===== config.mk =====
export PLATFORM = sky130hd
export DESIGN_NAME = softstart_seq
export DESIGN_NICKNAME = d
export VERILOG_FILES = /design/src/rtl/ss_pkg.sv /design/src/rtl/ss_timer.sv /design/src/rtl/ss_vid_qual.sv /design/src/rtl/ss_stepper.sv /design/src/rtl/softstart_seq.sv
export SDC_FILE = /design/constraint.sdc
export NUM_CORES = 1
export LEC_CHECK = 0
export BUFFER_PORTS_ARGS = -buffer_cell sky130_fd_sc_hd__buf_2
export CAP_MARGIN = 20
export CORE_ASPECT_RATIO = 1.4
export CORE_UTILIZATION = 24
export DETAILED_ROUTE_END_ITERATION = 8
export PLACE_DENSITY = 0.45
export SYNTH_ARGS = -nofsm -noshare
export SYNTH_HDL_FRONTEND = slang
export SYNTH_HIERARCHICAL = 1
export SYNTH_SLANG_ARGS = --single-unit

===== constraint.sdc =====
create_clock -name clk -period 6.32 [get_ports clk]
set_input_delay 1.264 -clock clk [delete_from_list [all_inputs] [get_ports clk]]
set_output_delay 1.264 -clock clk [all_outputs]
set_load 0.005 [all_outputs]

===== src/rtl/ss_pkg.sv =====
package ss_pkg;
  typedef enum logic [2:0] {
    S_IDLE, S_DLY, S_RAMP1, S_HOLD, S_WAITV, S_RAMP2, S_PGDLY, S_DONE
  } ss_state_e;
endpackage


===== src/rtl/ss_timer.sv =====
module ss_timer #(
  parameter int TW = 16
) (
  input  logic          clk,
  input  logic          rst_n,
  input  logic          restart,
  input  logic [TW-1:0] len,
  output logic          done
);
  logic [TW-1:0] cnt_q, cnt_d;

  always_comb begin
    if (restart)            cnt_d = '0;
    else if (cnt_q != '1)   cnt_d = cnt_q + 1'b1;
    else                    cnt_d = cnt_q;
    done = (cnt_q == len - 1'b1);
  end

  always_ff @(posedge clk or negedge rst_n) begin
    if (!rst_n) cnt_q <= '0;
    else        cnt_q <= cnt_d;
  end
endmodule


===== src/rtl/ss_vid_qual.sv =====
module ss_vid_qual #(
  parameter int CW   = 8,
  parameter int VQ_T = 3
) (
  input  logic          clk,
  input  logic          rst_n,
  input  logic [CW-1:0] vid_code,
  input  logic          vid_ok,
  output logic          vid_good
);
  localparam int QW = $clog2(VQ_T + 1);
  localparam logic [QW-1:0] QMAX = QW'(VQ_T);

  logic [CW-1:0] prev_q;
  logic [QW-1:0] cnt_q, cnt_d;
  logic          steady;

  always_comb begin
    steady = vid_ok && (vid_code == prev_q);
    if (!steady)            cnt_d = '0;
    else if (cnt_q == QMAX) cnt_d = cnt_q;
    else                    cnt_d = cnt_q + 1'b1;
    vid_good = (cnt_q == QMAX);
  end

  always_ff @(posedge clk or negedge rst_n) begin
    if (!rst_n) begin
      prev_q <= '0;
      cnt_q  <= '0;
    end else begin
      prev_q <= vid_code;
      cnt_q  <= cnt_d;
    end
  end

  assert_qual_steady_R4: assert property (@(posedge clk) disable iff (!rst_n)
    (vid_good && !vid_ok) |=> !vid_good);
endmodule


===== src/rtl/ss_stepper.sv =====
module ss_stepper #(
  parameter int CW = 8,
  parameter int DW = 4
) (
  input  logic          clk,
  input  logic          rst_n,
  input  logic          clr,
  input  logic          run,
  input  logic [DW-1:0] period,
  input  logic [CW-1:0] tgt,
  output logic [CW-1:0] code,
  output logic          at_tgt
);
  logic [CW-1:0] code_q, code_d;
  logic [DW-1:0] scnt_q, scnt_d;
  logic          up, tick;

  always_comb begin
    at_tgt = (code_q == tgt);
    up     = (code_q < tgt);
    tick   = run && !at_tgt && (scnt_q == period - 1'b1);
    scnt_d = (!run || tick) ? '0 : scnt_q + 1'b1;
    code_d = code_q;
    if (clr)       code_d = '0;
    else if (tick) code_d = up ? code_q + 1'b1 : code_q - 1'b1;
  end

  always_ff @(posedge clk or negedge rst_n) begin
    if (!rst_n) begin
      code_q <= '0;
      scnt_q <= '0;
    end else begin
      code_q <= code_d;
      scnt_q <= scnt_d;
    end
  end

  assign code = code_q;

  assert_no_overshoot_R5: assert property (@(posedge clk) disable iff (!rst_n)
    (run && !clr && code_q < tgt) |=> (code_q >= $past(code_q) && code_q <= $past(tgt)));
  assert_no_undershoot_R5: assert property (@(posedge clk) disable iff (!rst_n)
    (run && !clr && code_q > tgt) |=> (code_q <= $past(code_q) && code_q >= $past(tgt)));
endmodule


===== src/rtl/softstart_seq.sv =====
module softstart_seq
  import ss_pkg::*;
#(
  parameter int CW       = 8,
  parameter int DW       = 4,
  parameter int TW       = 16,
  parameter int DEF_STEP = 4,
  parameter int PLATEAU  = 176,
  parameter int TD1_T    = 20,
  parameter int HOLD_T   = 6,
  parameter int VQ_T     = 3,
  parameter int TD5_T    = 10,
  parameter int TDA_T    = 12,
  parameter int TDC_T    = 15
) (
  input  logic          clk,
  input  logic          rst_n,
  input  logic          en,
  input  logic          mode_single,
  input  logic [CW-1:0] vid_code,
  input  logic          vid_ok,
  input  logic          fb_above,
  input  logic [DW-1:0] step_div,
  output logic [CW-1:0] dac_code,
  output logic          drv_en,
  output logic          pwr_good
);
  localparam logic [CW-1:0] PLAT_C = CW'(PLATEAU);
  localparam logic [DW-1:0] DEF_C  = DW'(DEF_STEP);
  localparam logic [TW-1:0] TD1_L  = TW'(TD1_T);
  localparam logic [TW-1:0] HOLD_L = TW'(HOLD_T);
  localparam logic [TW-1:0] TD5_L  = TW'(TD5_T);
  localparam logic [TW-1:0] TDA_L  = TW'(TDA_T);
  localparam logic [TW-1:0] TDC_L  = TW'(TDC_T);

  ss_state_e     st_q, st_d;
  logic [CW-1:0] tgt_q, tgt_d, ramp_tgt;
  logic          mode_q, mode_d;
  logic          drv_q, drv_d, pg_q, pg_d;
  logic [TW-1:0] tlen;
  logic [DW-1:0] period;
  logic          tdone, vid_good, at_tgt, in_ramp, clr, final_exit;
  logic [CW-1:0] code;

  ss_timer #(.TW(TW)) u_timer (
    .clk(clk), .rst_n(rst_n), .restart(st_d != st_q), .len(tlen), .done(tdone)
  );

  ss_vid_qual #(.CW(CW), .VQ_T(VQ_T)) u_qual (
    .clk(clk), .rst_n(rst_n), .vid_code(vid_code), .vid_ok(vid_ok), .vid_good(vid_good)
  );

  ss_stepper #(.CW(CW), .DW(DW)) u_step (
    .clk(clk), .rst_n(rst_n), .clr(clr), .run(in_ramp), .period(period),
    .tgt(ramp_tgt), .code(code), .at_tgt(at_tgt)
  );

  always_comb begin
    period     = (step_div == '0) ? DEF_C : step_div;
    in_ramp    = (st_q == S_RAMP1) || (st_q == S_RAMP2);
    ramp_tgt   = (st_q == S_RAMP1) ? PLAT_C : tgt_q;
    clr        = !en || (st_q == S_IDLE);
    final_exit = (st_q == S_RAMP2) && at_tgt;
    case (st_q)
      S_DLY:   tlen = mode_q ? TDA_L : TD1_L;
      S_HOLD:  tlen = HOLD_L;
      S_PGDLY: tlen = mode_q ? TDC_L : TD5_L;
      default: tlen = TW'(1);
    endcase
  end

  always_comb begin
    st_d   = st_q;
    tgt_d  = tgt_q;
    mode_d = mode_q;
    case (st_q)
      S_IDLE: if (en) begin
        st_d   = S_DLY;
        mode_d = mode_single;
        tgt_d  = mode_single ? vid_code : '0;
      end
      S_DLY:   if (tdone) st_d = mode_q ? S_RAMP2 : S_RAMP1;
      S_RAMP1: if (at_tgt) st_d = S_HOLD;
      S_HOLD:  if (tdone) st_d = S_WAITV;
      S_WAITV: if (vid_good) begin
        st_d  = S_RAMP2;
        tgt_d = vid_code;
      end
      S_RAMP2: if (at_tgt) st_d = S_PGDLY;
      S_PGDLY: if (tdone) st_d = S_DONE;
      default: st_d = S_DONE;
    endcase
    if (!en) st_d = S_IDLE;
    drv_d = en && (drv_q || (in_ramp && !fb_above) || final_exit);
    pg_d  = en && (st_d == S_DONE);
  end

  always_ff @(posedge clk or negedge rst_n) begin
    if (!rst_n) begin
      st_q   <= S_IDLE;
      tgt_q  <= '0;
      mode_q <= 1'b0;
      drv_q  <= 1'b0;
      pg_q   <= 1'b0;
    end else begin
      st_q   <= st_d;
      tgt_q  <= tgt_d;
      mode_q <= mode_d;
      drv_q  <= drv_d;
      pg_q   <= pg_d;
    end
  end

  assign dac_code = code;
  assign drv_en   = drv_q;
  assign pwr_good = pg_q;

  assert_idle_clear_R1: assert property (@(posedge clk) disable iff (!rst_n)
    !en |=> (dac_code == '0 && !drv_en && !pwr_good));
  assert_unit_step_R2: assert property (@(posedge clk) disable iff (!rst_n)
    (en && $past(en)) |-> (dac_code == $past(dac_code) || dac_code == $past(dac_code) + 1'b1
                           || dac_code + 1'b1 == $past(dac_code)));
  assert_pg_after_delay_R6: assert property (@(posedge clk) disable iff (!rst_n)
    $rose(pwr_good) |-> $past(st_q) == S_PGDLY);
  assert_drv_held_R9: assert property (@(posedge clk) disable iff (!rst_n)
    (en && in_ramp && fb_above && !drv_en && !final_exit) |=> !drv_en);
  assert_drv_sticky_R9: assert property (@(posedge clk) disable iff (!rst_n)
    (en && drv_en) |=> drv_en);
  assert_pg_on_target_R11: assert property (@(posedge clk) disable iff (!rst_n)
    pwr_good |-> dac_code == tgt_q);
endmodule


## After elaboration in Yosys (flattened, before gate mapping)

Cells that the tools add are included.
Widths: inputs -> output; s select.

| storage, ports and cells | value |
|---|---|
| register bits after elaboration | 52 |
| output and inout port bits | 10 |
| input port bits | 18 |
| word-level logic and storage cells | 84 |

| operators by class | value |
|---|---|
| muxes and demuxes | 26 |
| order comparisons | 1 |
| add/subtract/negate cells | 7 |
| reduce and logical (&&, ||, !) cells | 23 |
| equality and inequality tests | 17 |

Operators by type and width:

| cell | number |
|---|---|
| $mux 8 | 7 |
| $mux 16 | 2 |
| $mux 3 | 9 |
| $pmux 3 s7 | 1 |
| $add 16x1->16 const B | 1 |
| $eq 16x16->1 | 1 |
| $eq 8x8->1 | 2 |
| $ne 16x16->1 const B | 1 |
| $pmux 8 s2 | 1 |
| $pmux 5 s3 | 1 |
| $eq 3x3->1 const B | 4 |
| $add 8x1->8 const B | 1 |
| $lt 8x8->1 | 1 |
| $mux 4 | 2 |
| $sub 8x1->8 const B | 1 |
| $logic_and 1x1->1 | 7 |
| $eq 3x2->1 const B | 2 |
| $reduce_bool 2->1 | 3 |
| $sub 5x1->6 const B | 1 |
| $logic_or 1x1->1 | 5 |
| $mux 5 | 1 |
| $add 4x1->4 const B | 1 |
| $eq 4x4->1 | 1 |
| $logic_not 1->1 | 4 |
| other kinds (12) | 14 |

## Depth between registers and ports, before layout

Gate-level depths: netlist (run 1).

| depth | value |
|---|---|
| depth after elaboration | 9 |
| depth in mapped cells | 23 |
| gate-level depth less buffers | 20 |

## Cells and area by module

The synthesis (run 1) kept the hierarchy.

By module, submodules not included:

| module | cells an instance | area each (µm²) | times used |
|---|---|---|---|
| ss_timer | 160 | 1343.8 | 1 |
| ss_stepper | 119 | 1121.1 | 1 |
| softstart_seq | 101 | 898.4 | 1 |
| ss_vid_qual | 27 | 395.4 | 1 |

## Least setup slack after synthesis (run 1)

Ideal clock, no wire load.

| path | value |
|---|---|
| path kind | register to register |
| from | register st_q[0] |
| to | register u_timer.cnt_q[7] |
| setup time | 0.132 ns |
| slack | 1.965 ns |
| arrival | 4.223 ns |
| stages on the path, launching flop included | 22 |
| period minus slack after synthesis | 4.355 ns |
| data required time | 6.188 ns |
| cells stage by stage | dfrtp_1 buf_2 and3b_1 a22oi_1 inv_1 ha_1 or4b_1 nor4_1 xor2_1 mux2i_1 a22oi_1 a211oi_2 nor2_1 o21ai_0 a211o_1 buf_2 and4b_1 nand4_1 o31ai_1 nor2_1 xnor2_1 nor2_1 |

| between the ends | value |
|---|---|
| word-level cells in the longest chain between the ends | 9 |

Ends and longest elaborated chain:

| element | RTL line | text |
|---|---|---|
| from (decl) | softstart_seq.sv:36 | `ss_state_e st_q, st_d;` |
| from (signal assigned) | softstart_seq.sv:106 | `st_q <= st_d;` |
| $eq 3x3->1 (tied with other cells) | softstart_seq.sv:64 | `case (st_q)` |
| $pmux 5 s3 (*) | softstart_seq.sv:64 |  |
| named net tlen[0] | softstart_seq.sv:40 | `logic [TW-1:0] tlen;` |
| $sub 5x1->6 (*) | ss_timer.sv:16 | `done = (cnt_q == len - 1'b1);` |
| $eq 16x16->1 (*) | ss_timer.sv:16 |  |
| named net tdone | softstart_seq.sv:42 | `logic tdone, vid_good, at_tgt, in_ramp, clr, final_exit;` |
| $mux 3, on equally long branches | softstart_seq.sv:90, softstart_seq.sv:82, softstart_seq.sv:84 |  |
| $pmux 3 s7 (*) | softstart_seq.sv:76 | `case (st_q)` |
| $mux 3 (*) | softstart_seq.sv:93 | `if (!en) st_d = S_IDLE;` |
| $ne 3x3->1 (*) | softstart_seq.sv:46 | `.clk(clk), .rst_n(rst_n), .restart(st_d != st_q), .len(tlen), .done(tdone)` |
| $mux 16 / $reduce_bool 2->1 (equally long branches) | - |  |
| to (signal assigned) | ss_timer.sv:21 | `else cnt_q <= cnt_d;` |
| to (decl) | ss_timer.sv:10 | `logic [TW-1:0] cnt_q, cnt_d;` |

The timed path passes the listed nets; every way through them passes the cells marked *.
A chain may end at the register's enable or synchronous reset.

## Worst setup path in the final report (run 1)

| path | value |
|---|---|
| from | register st_q[0] |
| to | register u_timer.cnt_q[13] |

The elaborated chain is that of the path after synthesis.

==> results.md, run 1 <==
- Antenna Violating Nets Remaining: 0
- Most used cell along the critical path: a21oi_1
- Share of layout cells above drive strength 1: 13.2%
- Remaining DRCs: 0
- Setup Skew: 0.00943 ns
- RSZ-0062 raised after global routing: false
- GP Congestion: 0.772
- Post-CTS setup buffers: 0
- Grt total ovfl: 0
- Max-slew violations: 0
- Post-synthesis cell area: 3760 um2
- FF-to-FF End: u_timer/cnt_q[13]
- Initial Util: 24.8%
- Cell taking the most area after synthesis: dfrtp_1
- Worst reg2reg path depth: 18
- CTS tree: done
- Min-delay src: tgt_q[1]
- Setup-failing EPs final: 0
- Core area: 15,200 um2
- Vias per cell: 4.52
- Via count: 2,982
- Slew @ Worst Pin: 0.907 ns
- Die Area: 16,200 um2
- Clk buf depth: 2
- FF-to-FF Start: st_q[0]
- Clock root buffer: clkbuf_16
- Critical path's slowest cell: dfrtp_1
- Vias in the first global route: 3,073
- Main synth FF type: dfrtp_1
- R2R Setup Slk: 1.22 ns
- Rows: 53
- Cts hold-fix bufs: 0
- Syn avg cell area: 9.23 um2
- Seq/Total Area, Yosys: 34.6%
- FILL cells: 1,617
- Clock slew at reported path FFs: 0.08 ns
- PwrDens: 184 nW/um2
- TritonCTS Sinks: 52
- CP max stage delay: 0.68 ns
- Ranking of synthesized cells by area: dfrtp_1 35%, ha_1 6.3%, xnor2_1 5.6%
- Hold path cells: 1
- Fmax: 196 MHz
- Drt initial violations: 104
- Max rail drop VDD: 0.000103 V
- Avg WL per Cell: 12.5 um
- Total track usage: 11.1%
- Final min period: 5.10 ns
- Mapped Cells: 407
- Normalized max-slew margin: 39.1%
- Die Height: 150 um
- Outcome: finished, final reports clean
- Cell chain of the critical path: and3b_1, a22oi_1, inv_1, ha_1, xor2_1, a21oi_1, a41oi_1, nor4_1, nand4_1, a211oi_2, nand3_1, a21oi_1, a211o_1, and4b_1, and4_1, a211o_1, or3_1, a21oi_1
- Required time of the critical path: 6.54 ns
- Routed WL: 8270 um
- Initial antenna violation count: 0
- Worst Setup Path Type: flip-flop to flip-flop
- LEAKAGE: 1.96 nW
- # diodes: 0
- I/O pin total: 28
- Final HPWL DP: 6460 um
- Post-synth EDFFs: 0
- Die width: 108 um
- Sum of negative setup slack: 0 ns
- Final Net Count: 505
- Most frequent cells in the layout: 52 x dfrtp_1, 42 x conb_1, 40 x nor2_1, 27 x buf_2, 24 x xnor2_1
- DRT Pass-1 Iters: 4
- Global-route wire length before repair: 14,200 um
- Leading cell type in the layout, fill and taps excluded: dfrtp_1
- Yosys top cell area share: 34.6%
- Port Buf Inserts: 27
- Hold endpoint: tgt_q[1]
- Clk_lat worst skew: 0.30 ns
- Synth warnings: 6
- Critical Path Source Type: flip-flop
- H-Tree Depth: 2
- Crit-path max FO: 17
- Min-Delay Path Class: flip-flop to flip-flop
- Crit path DAT: 5.32 ns
- Max-cap violations: 0
- Final worst-path cycle share: 80.7%
- Cell variety after synth: 74
- Final hold violation count: 0
- Pin count of the biggest net entering global routing: 53
- Crit end category: flip-flop
- Post-CTS sizing: 0
- Syn-to-layout area delta: 15.7%
- CTS Buf Count: 5
- #FFs+latches synth: 52
- Ys async rst share: 100%
- Tot Pwr: 0.799 mW
## power by group
part           switching [mW]  total (mW)  internal (mW)
clock                   0.134       0.284          0.150
combinational          0.0870       0.152         0.0652
sequential             0.0152       0.362          0.347
total                   0.237       0.799          0.562
## per-layer routing
metal | global-route usage (%) | part of all wire, % | vias to the layer above
met5 | 0 | 0 | -
met4 | 3.84 | 1.6 | 0
met3 | 1.70 | 2.1 | 9
met2 | 21.6 | 54 | 31
met1 | 12.0 | 42 | 1425
li1 | - | - | 1517
## area by class of cell
class                   instances  area, um2  share of cell area (%)
repair buffers                 30        158                    3.62
inverters                      25       96.3                    2.21
well taps                     192        240                    5.52
multi-input cells             353       2400                    55.2
flip-flops and latches         52       1300                    29.9
clock inverters                 3       26.3                   0.604
clock buffers                   5        125                    2.88
## per-stage QoR
stage | utilization, % | hold slack, ns | area (um2) | instances | setup WS, ns
global placement | 27.7 | 0.480 | 4200 | 652 | 1.44
CTS | 28.6 | 0.504 | 4350 | 660 | 1.21
finish | 28.6 | 0.499 | 4350 | 660 | 1.22
global route | 28.6 | 0.513 | 4350 | 660 | 0.882
floorplan | - | 0.464 | 3910 | 448 | 1.97
detailed placement | 27.7 | 0.485 | 4200 | 652 | 1.24
## synthesized netlist by cell type (5+ instances only)
master and count:
mux2i_1 7, nor3_1 8, inv_1 22, nand3_1 14, nor4_1 6, nor2b_1 6
a22o_1 9, clkbuf_1 8, nand2b_1 8, xor2_1 20, nand2_1 23, or3_1 6
o31ai_1 5, nor2_1 40, nand4_1 6, and2_1 6, buf_2 5, xnor2_1 24
a21oi_1 18, dfrtp_1 52, o21ai_0 12, ha_1 19, and3_1 5
## registers in the layout, indices dropped and copies added, names as in the netlist
name           count
u_qual/cnt_q       2
u_timer/cnt_q     16
u_step/scnt_q      4
drv_en             1
tgt_q              8
mode_q             1
st_q               3
pwr_good           1
u_qual/prev_q      8
u_step/code        8
## how the worst max path moves through the flow
stage               startpoint                 to  depth (start not counted)
floorplan              st_q[0]   u_timer/cnt_q[7]                         21
finish                 st_q[0]  u_timer/cnt_q[13]                         18
detailed placement     st_q[0]  u_timer/cnt_q[13]                         18
CTS                    st_q[0]  u_timer/cnt_q[13]                         18
global placement       st_q[0]   u_timer/cnt_q[7]                         19
global route           st_q[0]  u_timer/cnt_q[13]                         18
## worst max-delay path: cells and delay by family (launching register included)
family	cells	cell delay, ns
adder cells (fa/ha/maj)	1	0.26
AO/OA/AOI/OAI	8	1.97
XOR/XNOR	1	0.17
flip-flops	1	0.68
buffers and inverters	1	0.10
AND/OR/NAND/NOR	7	1.84
## logic make-up (layout without fill, tap and decap cells)
kind of cell	count (synthesis)	after routing	synth area share, %
AO/OA/AOI/OAI	83	83	16.0
XOR/XNOR	47	47	11.6
adder cells (fa/ha/maj)	20	20	6.86
buffers and inverters	43	63	5.53
flip-flops	52	52	34.6
multiplexers	9	9	2.46
other	1	42	0.0998
AND/OR/NAND/NOR	152	152	22.8
(Power assumes the default switching activity.)
==> run 2, diff against run 1 <==
- PLACE_DENSITY: 0.45 -> 0.46
- clock period: 6.32 -> 4.3 ns (I/O delays scaled with it)
==> run 2 against run 1 <==
  * Via count grew 4.8%
  * Highest routed layer unchanged
  * Fmax grew 23%
  * Global-route usage grew 0.62 points
  * Sequential share of layout area shrank 2.3 points
  * Die area is the same
  * Total power grew 58%
  * Largest cell class unchanged
==> results.md, run 2 (synthesized netlist as in run 1, its figures left out) <==
- Max-cap violations: 0 (unchanged)
- GR Util met2: 22.8% (+1.2 points)
- Share of layout cells above drive strength 1: 22.1% (+8.8 points)
- Leading cell type in the layout, fill and taps excluded: dfrtp_1
- Cts hold-fix bufs: 0 (unchanged)
- CTS Buf Count: 5 (unchanged)
- Final HPWL DP: 6930 um (+7.3%)
- PwrDens: 268 nW/um2 (+46%)
- Crit-path max FO: 6 (-11)
- Largest register FFs: 16 (unchanged)
- Normalized max-slew margin: 39.9% (+0.84 points)
- Via count: 3,124 (+4.8%)
- Min-Delay Path Class: flip-flop to flip-flop
- Internal: 0.904 mW (+61%)
- Final worst-path cycle share: 96.7% (+16 points)
- Clock slew at reported path FFs: 0.08 ns (about the same)
- Final Net Count: 535 (+5.9%)
- Max rail drop VDD: 0.000173 V (+67%)
- Outcome: finished, final reports clean
- R2R Setup Slk: 0.14 ns (-1.08 ns)
- Required time of the critical path: 4.52 ns (-2.02 ns)
- Clock root buffer: clkbuf_16
- Critical path's slowest cell: dfrtp_1
- Initial antenna violation count: 0 (unchanged)
- Global-route wire length before repair: 15,100 um (+6.5%)
- Grt total ovfl: 0 (unchanged)
- Clk_lat worst skew: 0.30 ns (about the same)
- Critical Path Source Type: flip-flop
- Vias in the first global route: 3,229 (+5.1%)
- Final min period: 4.16 ns (-0.941 ns)
- Rows: 53 (unchanged)
- Tot Pwr: 1.26 mW (+58%)
- Total track usage: 11.8% (+0.62 points)
- Vias per cell: 4.53 (+0.21%)
- M1 GR Usage: 13.0% (+1.0 points)
- Remaining DRCs: 0 (unchanged)
- # diodes: 0 (unchanged)
- Switch share: 28.2% (-1.4 points)
- M3 GR Usage: 1.61% (-0.087 points)
- Largest Register: u_timer/cnt_q
- Logic pwr share: 20.8% (+1.7 points)
- CTS tree: done
- Routed WL: 8920 um (+7.8%)
- Initial Util: 24.8% (unchanged)
- Antenna Violating Nets Remaining: 0 (unchanged)
- DRT Pass-1 Iters: 4 (unchanged)
- TritonCTS Sinks: 52 (unchanged)
- Pin count of the biggest net entering global routing: 38 (-28%)
- Worst Setup Path Type: flip-flop to flip-flop
- Cell chain of the critical path: and3b_2, a21o_1, or3_1, buf_4, or3_4, a31oi_1, nand4_1, a211oi_2, nand3_1, a21oi_1, a211o_1, and4b_1, and4_4, a211o_4, or3_1, a21oi_1
- Fin worst setup slack: 0.142 ns (-1.08 ns)
- Avg WL per Cell: 12.9 um (+3.2%)
- Setup Skew: 0.00765 ns (-0.00178 ns)
- Most frequent cells in the layout: 52 x dfrtp_1, 42 x conb_1, 39 x nor2_1, 31 x buf_4, 27 x buf_2
- Busiest metal layer after global routing: met2
- GP Congestion: 0.765 (-0.96%)
- Setup-failing EPs final: 0 (unchanged)
- FILL cells: 1,570 (-2.9%)
- Sum of negative setup slack: 0 ns (unchanged)
- Final hold violation count: 0 (unchanged)
- Clock Power Share: 37.3% (+1.7 points)
- Die width: 108 um (unchanged)
- CP max stage delay: 0.42 ns (-0.26 ns)
- Port Buf Inserts: 27 (unchanged)
- Dpl ws: -0.110 ns (-1.35 ns)
- I/O pin total: 28 (unchanged)
- Sequential power share: 42.0% (-3.4 points)
- LEAKAGE: 2.15 nW (+9.9%)
- Psw: 0.355 mW (+50%)
- Crit end category: flip-flop
- Clk buf depth: 2 (unchanged)
- Crit path DAT: 4.38 ns (-0.94 ns)
- Max-slew violations: 0 (unchanged)
- Syn-to-layout area delta: 25.2%
- Post-DP Area: 4410 um2 (+4.9%)
- Drt initial violations: 81 (-22%)
- RSZ-0062 raised after global routing: true
- Core area: 15,200 um2 (unchanged)
- Die Area: 16,200 um2 (unchanged)
- Die Height: 150 um (unchanged)
- Final Cell Area: 4700 um2 (+8.1%)
- H-Tree Depth: 2 (unchanged)
- Slew @ Worst Pin: 0.901 ns (-0.00573 ns)
- Fmax: 241 MHz (+23%)
## run 2: worst max-delay path, delay by kind of cell (launching register included)
family,cells,cell delay [ns]
and+or+nand+nor,8,2.04
AOI/OAI and AO/OA,7,1.44
buffers and inverters,1,0.18
DFF,1,0.42
## run 2: routing by layer
layer	wire length [um]	vias to the layer above	part of all wire [%]
met4	98	0	1.1
met1	3710	1508	42
met3	181	5	2.0
met5	0	-	0
li1	-	1574	-
met2	4930	37	55
## run 2: repair_timing
item | in CTS | in global routing
setup buffers | 1 | 3
setup endpoints to repair | 6 | 16
hold endpoints to repair | 0 | 0
pin swaps | 2 | 7
gates resized for setup | 5 | 16
## run 2: final timing paths
path / startpoint / endpoint / cells past startpoint
max: st_q[2] / u_timer/cnt_q[13] / 16
min: tgt_q[2] / tgt_q[2] / 1
max reg2reg: st_q[2] / u_timer/cnt_q[13] / 16
min reg2reg: tgt_q[2] / tgt_q[2] / 1
max in group asynchronous: rst_n / u_timer/cnt_q[3] / 2
min in group asynchronous: rst_n / tgt_q[0] / 1
## run 2: area by class of cell
| cell class | count | area (um2) | area share, % |
|---|---|---|---|
| Tap cell | 192 | 240 | 5.11 |
| Inverter | 25 | 96.3 | 2.05 |
| Clock inverter | 3 | 46.3 | 0.984 |
| Clock buffer | 5 | 125 | 2.66 |
| Sequential cell | 52 | 1300 | 27.7 |
| Timing Repair Buffer | 60 | 390 | 8.30 |
| Multi-Input combinational cell | 353 | 2500 | 53.2 |
## run 2: stage by stage
step           instances  utilization, %  hold WS (ns)
2_1_floorplan        448               -         0.464
3_3_place_gp         678            29.0         0.477
3_5_place_dp         678            29.0         0.486
4_1_cts              687            30.3         0.504
5_1_grt              690            31.0         0.523
6_report             690            31.0         0.498
## run 2: power groups by stage
stage / combinational [mW] / clock, mW / sequential, mW
floorplan: 0.175 / 0 / 0.533
global placement: 0.249 / 0 / 0.537
detailed placement: 0.253 / 0 / 0.538
CTS: 0.258 / 0.490 / 0.528
global route: 0.296 / 0.507 / 0.532
finish: 0.261 / 0.469 / 0.528
==> run 3, diff against run 2 <==
- CORE_UTILIZATION: 24 -> 55
- PLACE_DENSITY: 0.46 -> 0.83
==> run 3 against run 2 <==
  * Worst hold slack about the same
  * Setup slack worse by 0.12 ns
  * Critical path depth up 3
==> results.md, run 3 (synthesized netlist as in run 1, its figures left out) <==
- Outcome: finished, final reports clean
- Leading cell type in the layout, fill and taps excluded: dfrtp_1
- Worst Setup Path Type: flip-flop to flip-flop
- Pin count of the biggest net entering global routing: 33 (-13%)
- Largest register FFs: 16 (unchanged)
- GP Congestion: 0.876 (+15%)
- FF-to-FF End: u_timer/cnt_q[7]
- Internal: 0.752 mW (-17%)
- Total track usage: 23.1% (+11 points)
- Final Cell Area: 4560 um2 (-3.1%)
- Core area: 6610 um2 (-56%)
- Sequential power share: 48.4% (+6.4 points)
- Clock slew at reported path FFs: 0.10 ns (+0.02 ns)
- Remaining DRCs: 0 (unchanged)
- Post-Place Cells: 566 (-17%)
- Final Net Count: 529 (-1.1%)
- Clk_lat worst skew: 0.32 ns (+0.02 ns)
- R2R Setup Slk: 0.02 ns (-0.12 ns)
- Fmax: 234 MHz (-2.9%)
- Global-route wire length before repair: 13,100 um (-13%)
- Die Area: 7170 um2 (-56%)
- CTS Buf Count: 5 (unchanged)
- Clk buf depth: 2 (unchanged)
- Min-Delay Path Class: primary input to asynchronous set/reset pin
- Worst reg2reg path depth: 19 (+3)
- Share of layout cells above drive strength 1: 23.4% (+1.3 points)
- Vias per cell: 5.42 (+20%)
- Vias in the first global route: 3,082 (-4.6%)
- CTS tree: done
- Clock Power Share: 26.6% (-11 points)
- Final hold violation count: 0 (unchanged)
- Hold WS: 0.497 ns (-0.000348 ns)
- RSZ-0062 raised after global routing: true
- Final worst-path cycle share: 99.6% (+2.9 points)
- Syn-to-layout area delta: 21.2%
- Clock root buffer: clkbuf_8
- Setup-failing EPs final: 0 (unchanged)
- Setup Skew: 0.0133 ns (+0.00567 ns)
- Grt total ovfl: 0 (unchanged)
- Max-slew violations: 0 (unchanged)
- Critical Path Source Type: flip-flop
- Psw: 0.346 mW (-2.7%)
- Max rail drop VDD: 0.000179 V (+3.5%)
- Slew @ Worst Pin: 0.902 ns (+0.000917 ns)
- Normalized max-slew margin: 39.4% (-0.51 points)
- Drt initial violations: 122 (+51%)
- Finished Layout Cells: 584 (-15%)
- Most frequent cells in the layout: 50 x dfrtp_1, 42 x conb_1, 39 x nor2_1, 27 x buf_2
- H-Tree Depth: 2 (unchanged)
- I/O pin total: 28 (unchanged)
- Crit-path max FO: 6 (unchanged)
- DRT Pass-1 Iters: 4 (unchanged)
- Largest Register: u_timer/cnt_q
- Final HPWL DP: 5920 um (-14%)
- Logic pwr share: 25.0% (+4.2 points)
- Required time of the critical path: 4.50 ns (-0.02 ns)
- Initial Util: 56.8% (+32 points)
- TritonCTS Sinks: 52 (unchanged)
- # diodes: 0 (unchanged)
- Antenna Violating Nets Remaining: 0 (unchanged)
- Initial antenna violation count: 0 (unchanged)
- Final min period: 4.28 ns (+0.124 ns)
- Port Buf Inserts: 27 (unchanged)
- Switch share: 31.5% (+3.3 points)
- Crit end category: flip-flop
- Post-DP Area: 4190 um2 (-4.9%)
- Die width: 71.9 um (-33%)
- LEAKAGE: 2.08 nW (-3.3%)
- PwrDens: 241 nW/um2 (-10%)
- Max-cap violations: 0 (unchanged)
- FILL cells: 490 (-69%)
- Die Height: 99.8 um (-33%)
- FF-to-FF Start: st_q[0]
- Crit path DAT: 4.49 ns (+0.11 ns)
- Sum of negative setup slack: 0 ns (unchanged)
- Routed WL: 8370 um (-6.1%)
- Rows: 35 (-34%)
- Avg WL per Cell: 14.3 um (+11%)
- Via count: 3,165 (+1.3%)
==> run 3: repair_timing <==
action	in CTS	in global routing
gates resized for setup	6	34
hold buffers	0	0
pin swaps	0	29
setup endpoints to repair	9	15
buffers inserted	0	10
==> run 3: critical path: stages, from the launching register on <==
cell,delay (ns)
dfrtp_2,0.46
and3b_2,0.31
a22oi_2,0.09
inv_1,0.12
ha_4,0.16
or4b_4,0.52
nor4_4,0.25
xor2_1,0.29
mux2i_1,0.11
a22oi_1,0.19
a211oi_2,0.08
nor2_1,0.11
o21ai_1,0.07
a211o_1,0.33
and4b_1,0.30
nand4_1,0.17
o31ai_4,0.31
nor2_2,0.08
xnor2_1,0.15
nor2_1,0.06
==> run 3: worst max-delay path by stage <==
stage / startpoint / endpoint / slack (ns)
finish: st_q[0] / u_timer/cnt_q[7] / 0.02
global route: st_q[0] / u_timer/cnt_q[7] / -0.24
CTS: st_q[0] / u_timer/cnt_q[7] / 0.02
detailed placement: st_q[0] / u_timer/cnt_q[7] / -0.09
global placement: st_q[0] / u_timer/cnt_q[7] / 0.12
floorplan: st_q[0] / u_timer/cnt_q[13] / 0.005
==> run 3: layout make-up <==
class | instances | area, um2 | area share (%)
sequential | 52 | 1300 | 28.6
clock inverter | 3 | 27.5 | 0.604
clock buffer | 5 | 68.8 | 1.51
inverter | 25 | 96.3 | 2.11
tap | 92 | 115 | 2.53
multi-input combinational | 353 | 2580 | 56.7
timing repair buffer | 54 | 362 | 7.94
==> run 3: per-stage QoR <==
| stage | total power [mW] | setup slack, ns | util [%] |
|---|---|---|---|
| after global routing | 1.16 | -0.244 | 68.9 |
| final | 1.10 | 0.0180 | 68.9 |
| after floorplan | 0.708 | 0.00484 | - |
| after CTS | 1.08 | 0.0195 | 65.4 |
| after detailed placement | 0.775 | -0.0939 | 63.4 |
| after global placement | 0.765 | 0.115 | 63.4 |
==> run 3: layer usage <==
layer / routed length, um / global-route usage (%)
met3: 186 / 3.51
met4: 176 / 10.7
met1: 3310 / 24.8
met2: 4700 / 43.5
met5: 0 / 0
==> run 3: power by group through the flow <==
stage	clock network, mW	logic, mW	registers, mW
after floorplan	0	0.175	0.533
after global placement	0	0.226	0.538
after detailed placement	0	0.235	0.540
after CTS	0.303	0.242	0.530
after global routing	0.326	0.303	0.534
final	0.293	0.275	0.531
